$ cat src/rtl/vseq_pkg.sv
package vseq_pkg;
  // which host-writable memory a write targets
  typedef enum logic {
    SEL_DRIVE = 1'b0,
    SEL_CTRL  = 1'b1
  } mem_sel_e;
endpackage

$ cat src/rtl/vseq_ram.sv
module vseq_ram #(
  parameter int W     = 8,
  parameter int DEPTH = 16,
  parameter int AW    = 4
) (
  input  logic          clk,
  input  logic          we,
  input  logic [AW-1:0] waddr,
  input  logic [W-1:0]  wdata,
  input  logic [AW-1:0] raddr,
  output logic [W-1:0]  rdata
);
  logic [W-1:0] mem [DEPTH];

  always_ff @(posedge clk) begin
    if (we) mem[waddr] <= wdata;
  end

  assign rdata = mem[raddr];
endmodule

$ cat src/rtl/vseq_addr_gen.sv
module vseq_addr_gen #(
  parameter int DEPTH = 16,
  parameter int AW    = 4,
  parameter int DIVW  = 4
) (
  input  logic            clk,
  input  logic            rst_n,
  input  logic            start,
  input  logic            stop,
  input  logic            loop_en,
  input  logic [AW-1:0]   start_addr,
  input  logic [AW-1:0]   end_addr,
  input  logic [DIVW-1:0] rate_div,
  output logic            busy,
  output logic            done,
  output logic [AW-1:0]   addr,
  output logic            vec_last
);
  localparam logic [AW-1:0] TOP_ADDR = AW'(DEPTH - 1);

  logic [DIVW-1:0] cnt, div_q;
  logic [AW-1:0]   first_q, last_q, addr_inc;
  logic            loop_q, stop_pend, finish;

  assign vec_last = busy && (cnt == div_q);
  assign addr_inc = (addr == TOP_ADDR) ? '0 : addr + AW'(1);
  assign finish   = stop_pend || stop || ((addr == last_q) && !loop_q);

  always_ff @(posedge clk) begin
    if (!rst_n) begin
      busy      <= 1'b0;
      done      <= 1'b0;
      addr      <= '0;
      cnt       <= '0;
      div_q     <= '0;
      first_q   <= '0;
      last_q    <= '0;
      loop_q    <= 1'b0;
      stop_pend <= 1'b0;
    end else if (busy) begin
      if (vec_last) begin
        cnt <= '0;
        if (finish) begin
          busy <= 1'b0;
          done <= 1'b1;
        end else if (addr == last_q) begin
          addr <= first_q;
        end else begin
          addr <= addr_inc;
        end
      end else begin
        cnt <= cnt + DIVW'(1);
        if (stop) stop_pend <= 1'b1;
      end
    end else if (start) begin
      busy      <= 1'b1;
      done      <= 1'b0;
      addr      <= start_addr;
      cnt       <= '0;
      div_q     <= rate_div;
      first_q   <= start_addr;
      last_q    <= end_addr;
      loop_q    <= loop_en;
      stop_pend <= 1'b0;
    end
  end


  addr_hold_chk: assert property (@(posedge clk) disable iff (!rst_n)
    (busy && !vec_last) |=> $stable(addr));

  cnt_bound_chk: assert property (@(posedge clk) disable iff (!rst_n)
    busy |-> (cnt <= div_q));

  start_load_chk: assert property (@(posedge clk) disable iff (!rst_n)
    (start && !busy) |=> (busy && addr == $past(start_addr)));

  done_on_end_chk: assert property (@(posedge clk) disable iff (!rst_n)
    $fell(busy) |-> done);
endmodule

$ cat src/rtl/vseq_engine.sv
module vseq_engine #(
  parameter int PINS  = 8,
  parameter int DEPTH = 16,
  parameter int DIVW  = 4,
  localparam int AW   = (DEPTH > 1) ? $clog2(DEPTH) : 1
) (
  input  logic            clk,
  input  logic            rst_n,
  input  logic            wr_valid,
  output logic            wr_ready,
  input  logic            wr_sel,
  input  logic [AW-1:0]   wr_addr,
  input  logic [PINS:0]   wr_data,
  input  logic            start,
  input  logic            stop,
  input  logic            loop_en,
  input  logic [AW-1:0]   start_addr,
  input  logic [AW-1:0]   end_addr,
  input  logic [DIVW-1:0] rate_div,
  output logic            busy,
  output logic            done,
  input  logic [AW-1:0]   rd_addr,
  output logic [PINS-1:0] rd_data,
  input  logic [PINS-1:0] pin_in,
  output logic [PINS-1:0] pin_out,
  output logic [PINS-1:0] pin_oe,
  output logic            trig
);
  import vseq_pkg::*;

  logic [AW-1:0]   addr;
  logic            vec_last, wr_fire;
  logic [PINS-1:0] drv_word, rec_word;
  logic [PINS:0]   ctl_word;

  assign wr_ready = !busy;
  assign wr_fire  = wr_valid && wr_ready;

  vseq_addr_gen #(.DEPTH(DEPTH), .AW(AW), .DIVW(DIVW)) u_agen (
    .clk(clk), .rst_n(rst_n), .start(start), .stop(stop), .loop_en(loop_en),
    .start_addr(start_addr), .end_addr(end_addr), .rate_div(rate_div),
    .busy(busy), .done(done), .addr(addr), .vec_last(vec_last)
  );

  vseq_ram #(.W(PINS), .DEPTH(DEPTH), .AW(AW)) u_drive_mem (
    .clk(clk), .we(wr_fire && (mem_sel_e'(wr_sel) == SEL_DRIVE)),
    .waddr(wr_addr), .wdata(wr_data[PINS-1:0]), .raddr(addr), .rdata(drv_word)
  );

  vseq_ram #(.W(PINS+1), .DEPTH(DEPTH), .AW(AW)) u_ctrl_mem (
    .clk(clk), .we(wr_fire && (mem_sel_e'(wr_sel) == SEL_CTRL)),
    .waddr(wr_addr), .wdata(wr_data), .raddr(addr), .rdata(ctl_word)
  );

  vseq_ram #(.W(PINS), .DEPTH(DEPTH), .AW(AW)) u_record_mem (
    .clk(clk), .we(vec_last), .waddr(addr), .wdata(pin_in),
    .raddr(rd_addr), .rdata(rec_word)
  );

  always_ff @(posedge clk) begin
    if (!rst_n) rd_data <= '0;
    else        rd_data <= rec_word;
  end

  for (genvar i = 0; i < PINS; i++) begin : g_pin
    assign pin_oe[i]  = busy & ctl_word[i];
    assign pin_out[i] = busy & drv_word[i];
  end
  assign trig = busy & ctl_word[PINS];


  idle_release_chk: assert property (@(posedge clk) disable iff (!rst_n)
    !busy |-> (pin_oe == '0 && pin_out == '0 && !trig));

  no_write_in_run_chk: assert property (@(posedge clk) disable iff (!rst_n)
    (busy && wr_valid) |-> !wr_fire);
endmodule

$ cat config.mk
export PLATFORM = sky130hd
export DESIGN_NAME = vseq_engine
export DESIGN_NICKNAME = d
export VERILOG_FILES = /design/src/rtl/vseq_pkg.sv /design/src/rtl/vseq_ram.sv /design/src/rtl/vseq_addr_gen.sv /design/src/rtl/vseq_engine.sv
export SDC_FILE = /design/constraint.sdc
export NUM_CORES = 1
export LEC_CHECK = 0
export ABC_CLOCK_PERIOD_IN_PS = 3080
export BUFFER_PORTS_ARGS = -buffer_cell sky130_fd_sc_hd__buf_4
export CAP_MARGIN = 0
export CORE_MARGIN = 2
export CORE_UTILIZATION = 35
export DETAILED_ROUTE_END_ITERATION = 8
export PLACE_DENSITY_LB_ADDON = 0.25
export SLEW_MARGIN = 20
export SYNTH_ARGS = -nofsm -noshare
export SYNTH_HDL_FRONTEND = slang
export SYNTH_SLANG_ARGS = --single-unit
$ cat constraint.sdc
create_clock -name clk -period 3.08 [get_ports clk]
set_input_delay 0.616 -clock clk [delete_from_list [all_inputs] [get_ports clk]]
set_output_delay 0.616 -clock clk [all_outputs]
set_load 0.02 [all_outputs]
==> results.ini <==
[status]
outcome=finished, violations left
failed_checks=negative setup slack

[finish]
stdcell_area_sq_um=20300
n_antenna_cell=0
multi_input_area_sq_um=4010
final_nets=1006
drive_above_1_share_pct=34.1
area_delta_synth_final_pct=20.1
fillers=4113
seq_area_sq_um=12700

[clock_network]
root_buffer=clkbuf_16
cts_tree=done
clock_sinks=436
numCtsBuffers=46
cts_max_level=2
cts.clk_slew.worst_paths_ns=0.06
clk_path_buf_depth=3
clk-insertion-delay-late_ns=0.59
hold_buffers=0

[synthesis]
synth_area_leaders=edfxtp_1 (71%), mux4_2 (17%), dfxtp_1 (4.3%)
ys_ff_latch=436
synth-main-ff-cell=edfxtp_1
ys_warn_count=0
synth_largest_area_cell=edfxtp_1
synth_edf_count=400
ys_seq_area_share_pct=75.2
synth.net_count=866
netlist_area_sq_um=16900
yosysUniqueCellTypes=39
syn_avg_cell_area_sq_um=20.7
synthesis.instances=817
synthArstFlopShare_pct=0
synth_top_area_share_pct=71.0

[sta]
final_max_slew_viol_count=0
setup_ws_ns=-0.179
rsz0062_at_grt=yes
final.setup.tns_ns=-2.50
tightestPinTransition_ns=0.838
period_needed_ns=3.26
period_share_pct=106
hold_violations=0
skew_ns=0.0368
max_slew_margin_pct=43.9
fmax_mhz=307
finalSetupViolCount=17

[detailed_routing]
routed_wl_um=36400
route.detailed.drc=0
drt_pre_antenna_iters=4
vias=8143
ant_nets=0
detail_route.wl_per_cell_um=22.7
dr.first_iter.drc_count=587
via_per_inst=5.06

[setup_path]
crit_fanout=5
cp_slowest_cell=mux4_2
cpPeakStageDelay_ns=0.53
cp.required_ns=2.46
arrival_ns=2.64
critical_path.cell_chain=buf_12 -> buf_12 -> buf_16 -> mux4_2 -> mux4_2 -> and2_4 -> buf_6
crit_path_end_kind=output pin
critPathLaunchType=register
crit_type=reg2out

[floorplanning]
pin_count=72
die_y_um=224
dieArea_sq_um=50100
rows=80
die_w_um=224
initial_core_util_pct=35.5
coreArea_sq_um=47700

[placement]
place_area_sq_um=18500
gp_congestion=0.751
place_ws_ns=0.345
dp_hpwl_um=22700
portBuffers=71

[global_routing]
grt_antenna_before_repair=0
grt_pass1_wl_um=55200
grt_max_degree=33
grt_overflow_total=0
first_global_vias=8431
grt_use_total_pct=14.9

[flow_run]
max-cap-violations=0

[pwr]
p_per_area_nw_per_um2=654
pwr-share-clk_pct=40.7
p_leak_nw=6.51
p_sw_w=0.00294
ir_worst_vdd_mv=0.679
p_seq_share_pct=49.7
power.internal_w=0.0104
power_frac_comb_pct=9.7
p_sw_share_pct=22.1

[min_path]
hold_path.class=in2reg

-- final timing paths --
| check | start | end | slack, ns | cells past startpoint |
|---|---|---|---|---|
| setup / recovery | register | pin_oe[1] | -0.18 | 7 |
| hold / removal | stop | u_agen.stop_pend | 0.31 | 3 |
| setup reg to reg | u_agen.cnt[0] | u_record_mem.mem[9][4] | 0.68 | 5 |
| hold reg to reg | u_agen.first_q[2] | u_agen.first_q[2] | 0.46 | 2 |
-- placed cells by master (no fill, tap or decap), types with 3 or more instances in the layout --
| cell type | n |
|---|---|
| nand2_1 | 39 |
| clkinv_2 | 3 |
| nor3_1 | 13 |
| clkinv_1 | 9 |
| o31ai_1 | 4 |
| nand3_1 | 3 |
| a22oi_1 | 3 |
| nand2b_1 | 8 |
| mux4_2 | 125 |
| buf_12 | 7 |
| and2_4 | 15 |
| buf_6 | 16 |
| xnor2_1 | 9 |
| buf_16 | 7 |
| bufinv_16 | 4 |
| ha_1 | 5 |
| a31oi_1 | 3 |
| clkbuf_16 | 48 |
| a21oi_1 | 16 |
| a221oi_1 | 5 |
| nor2_1 | 52 |
| clkbuf_1 | 17 |
| mux2i_1 | 3 |
| buf_4 | 104 |
| edfxtp_1 | 400 |
| and2_1 | 10 |
| dfxtp_1 | 34 |
-- cell type report --
class                           count  share of cell area, %
Tap cell                          615                   3.79
Inverter                            4                 0.0739
Sequential cell                   436                   62.7
Multi-Input combinational cell    334                   19.7
Clock inverter                     20                   1.16
Clock buffer                       64                   6.10
Timing Repair Buffer              135                   6.49
-- timing repair --
action                                  CTS  global route
endpoints found under the setup margin   17            17
gates cloned                              5             1
buffers inserted                          4             0
resized for setup                        38             0
endpoints found under the hold margin     0             0
-- metal layers --
metal  wire length, um  vias to the layer above  GRT usage [%]  part of all wire (%)
met5                 0                        -              0                     0
met1             16400                     4313           20.6                    45
met3              1580                       50           3.04                   4.3
li1                  -                     3629              -                     -
met4               608                        0           3.94                   1.7
met2             17800                      151           24.2                    49
-- registers in the layout, indices dropped and copies added (netlist names), named ones only --
name,count
u_agen.addr,4
u_agen.loop_q,1
rd_data,8
u_agen.last_q,4
u_agen.cnt,4
u_agen.stop_pend,1
u_agen.busy,1
u_record_mem.mem,128
u_agen.first_q,4
u_drive_mem.mem,128
u_agen.done,1
u_ctrl_mem.mem,144
u_agen.div_q,4
-- worst max-delay path: cells and delay by family, from the launching register on --
family / cells / cell delay [ns]
muxes: 2 / 1.00
buffers and inverters: 4 / 0.50
DFF: 1 / 0.36
and+or+nand+nor: 1 / 0.18
-- power groups by stage --
stage | clock [W] | combinational, W | sequential (W)
floorplan | 0 | 0.000729 | 0.00670
global placement | 0 | 0.00115 | 0.00672
detailed placement | 0 | 0.00115 | 0.00673
CTS | 0.00555 | 0.00130 | 0.00660
global route | 0.00578 | 0.00138 | 0.00660
finish | 0.00541 | 0.00129 | 0.00660
-- cell families (layout without fill, tap and decap cells) --
logic type      Yosys count  in the layout  synth area share (%)
xor+xnor                  9              9                 0.466
buf+inv                  47            223                  1.35
fa+ha+maj                 5              5                 0.370
flops                   436            436                  75.2
compound gates           41             41                  1.64
mux                     128            128                  16.8
simple gates            151            151                  4.15
-- stage by stage --
stage / utilization, % / cells / hold WS (ns) / total power, W
final: 42.6 / 1608 / 0.307 / 0.0133
after floorplan: - / 817 / 0.436 / 0.00743
after detailed placement: 38.8 / 1514 / 0.449 / 0.00788
after global placement: 38.8 / 1514 / 0.443 / 0.00787
after CTS: 42.5 / 1607 / 0.281 / 0.0135
after global routing: 42.6 / 1608 / 0.297 / 0.0138
-- Yosys cell counts (4+ instances only) --
cell type,count
buf_1,9
nand2b_1,8
xnor2_1,9
a21oi_1,16
mux4_2,125
o31ai_1,4
buf_2,9
nor3_1,13
a221oi_1,5
and2_1,25
nor2_1,52
edfxtp_1,400
ha_1,5
nand2_1,39
dfxtp_1,36
clkbuf_1,21
No activity file was read; power rests on OpenSTA's default activity.
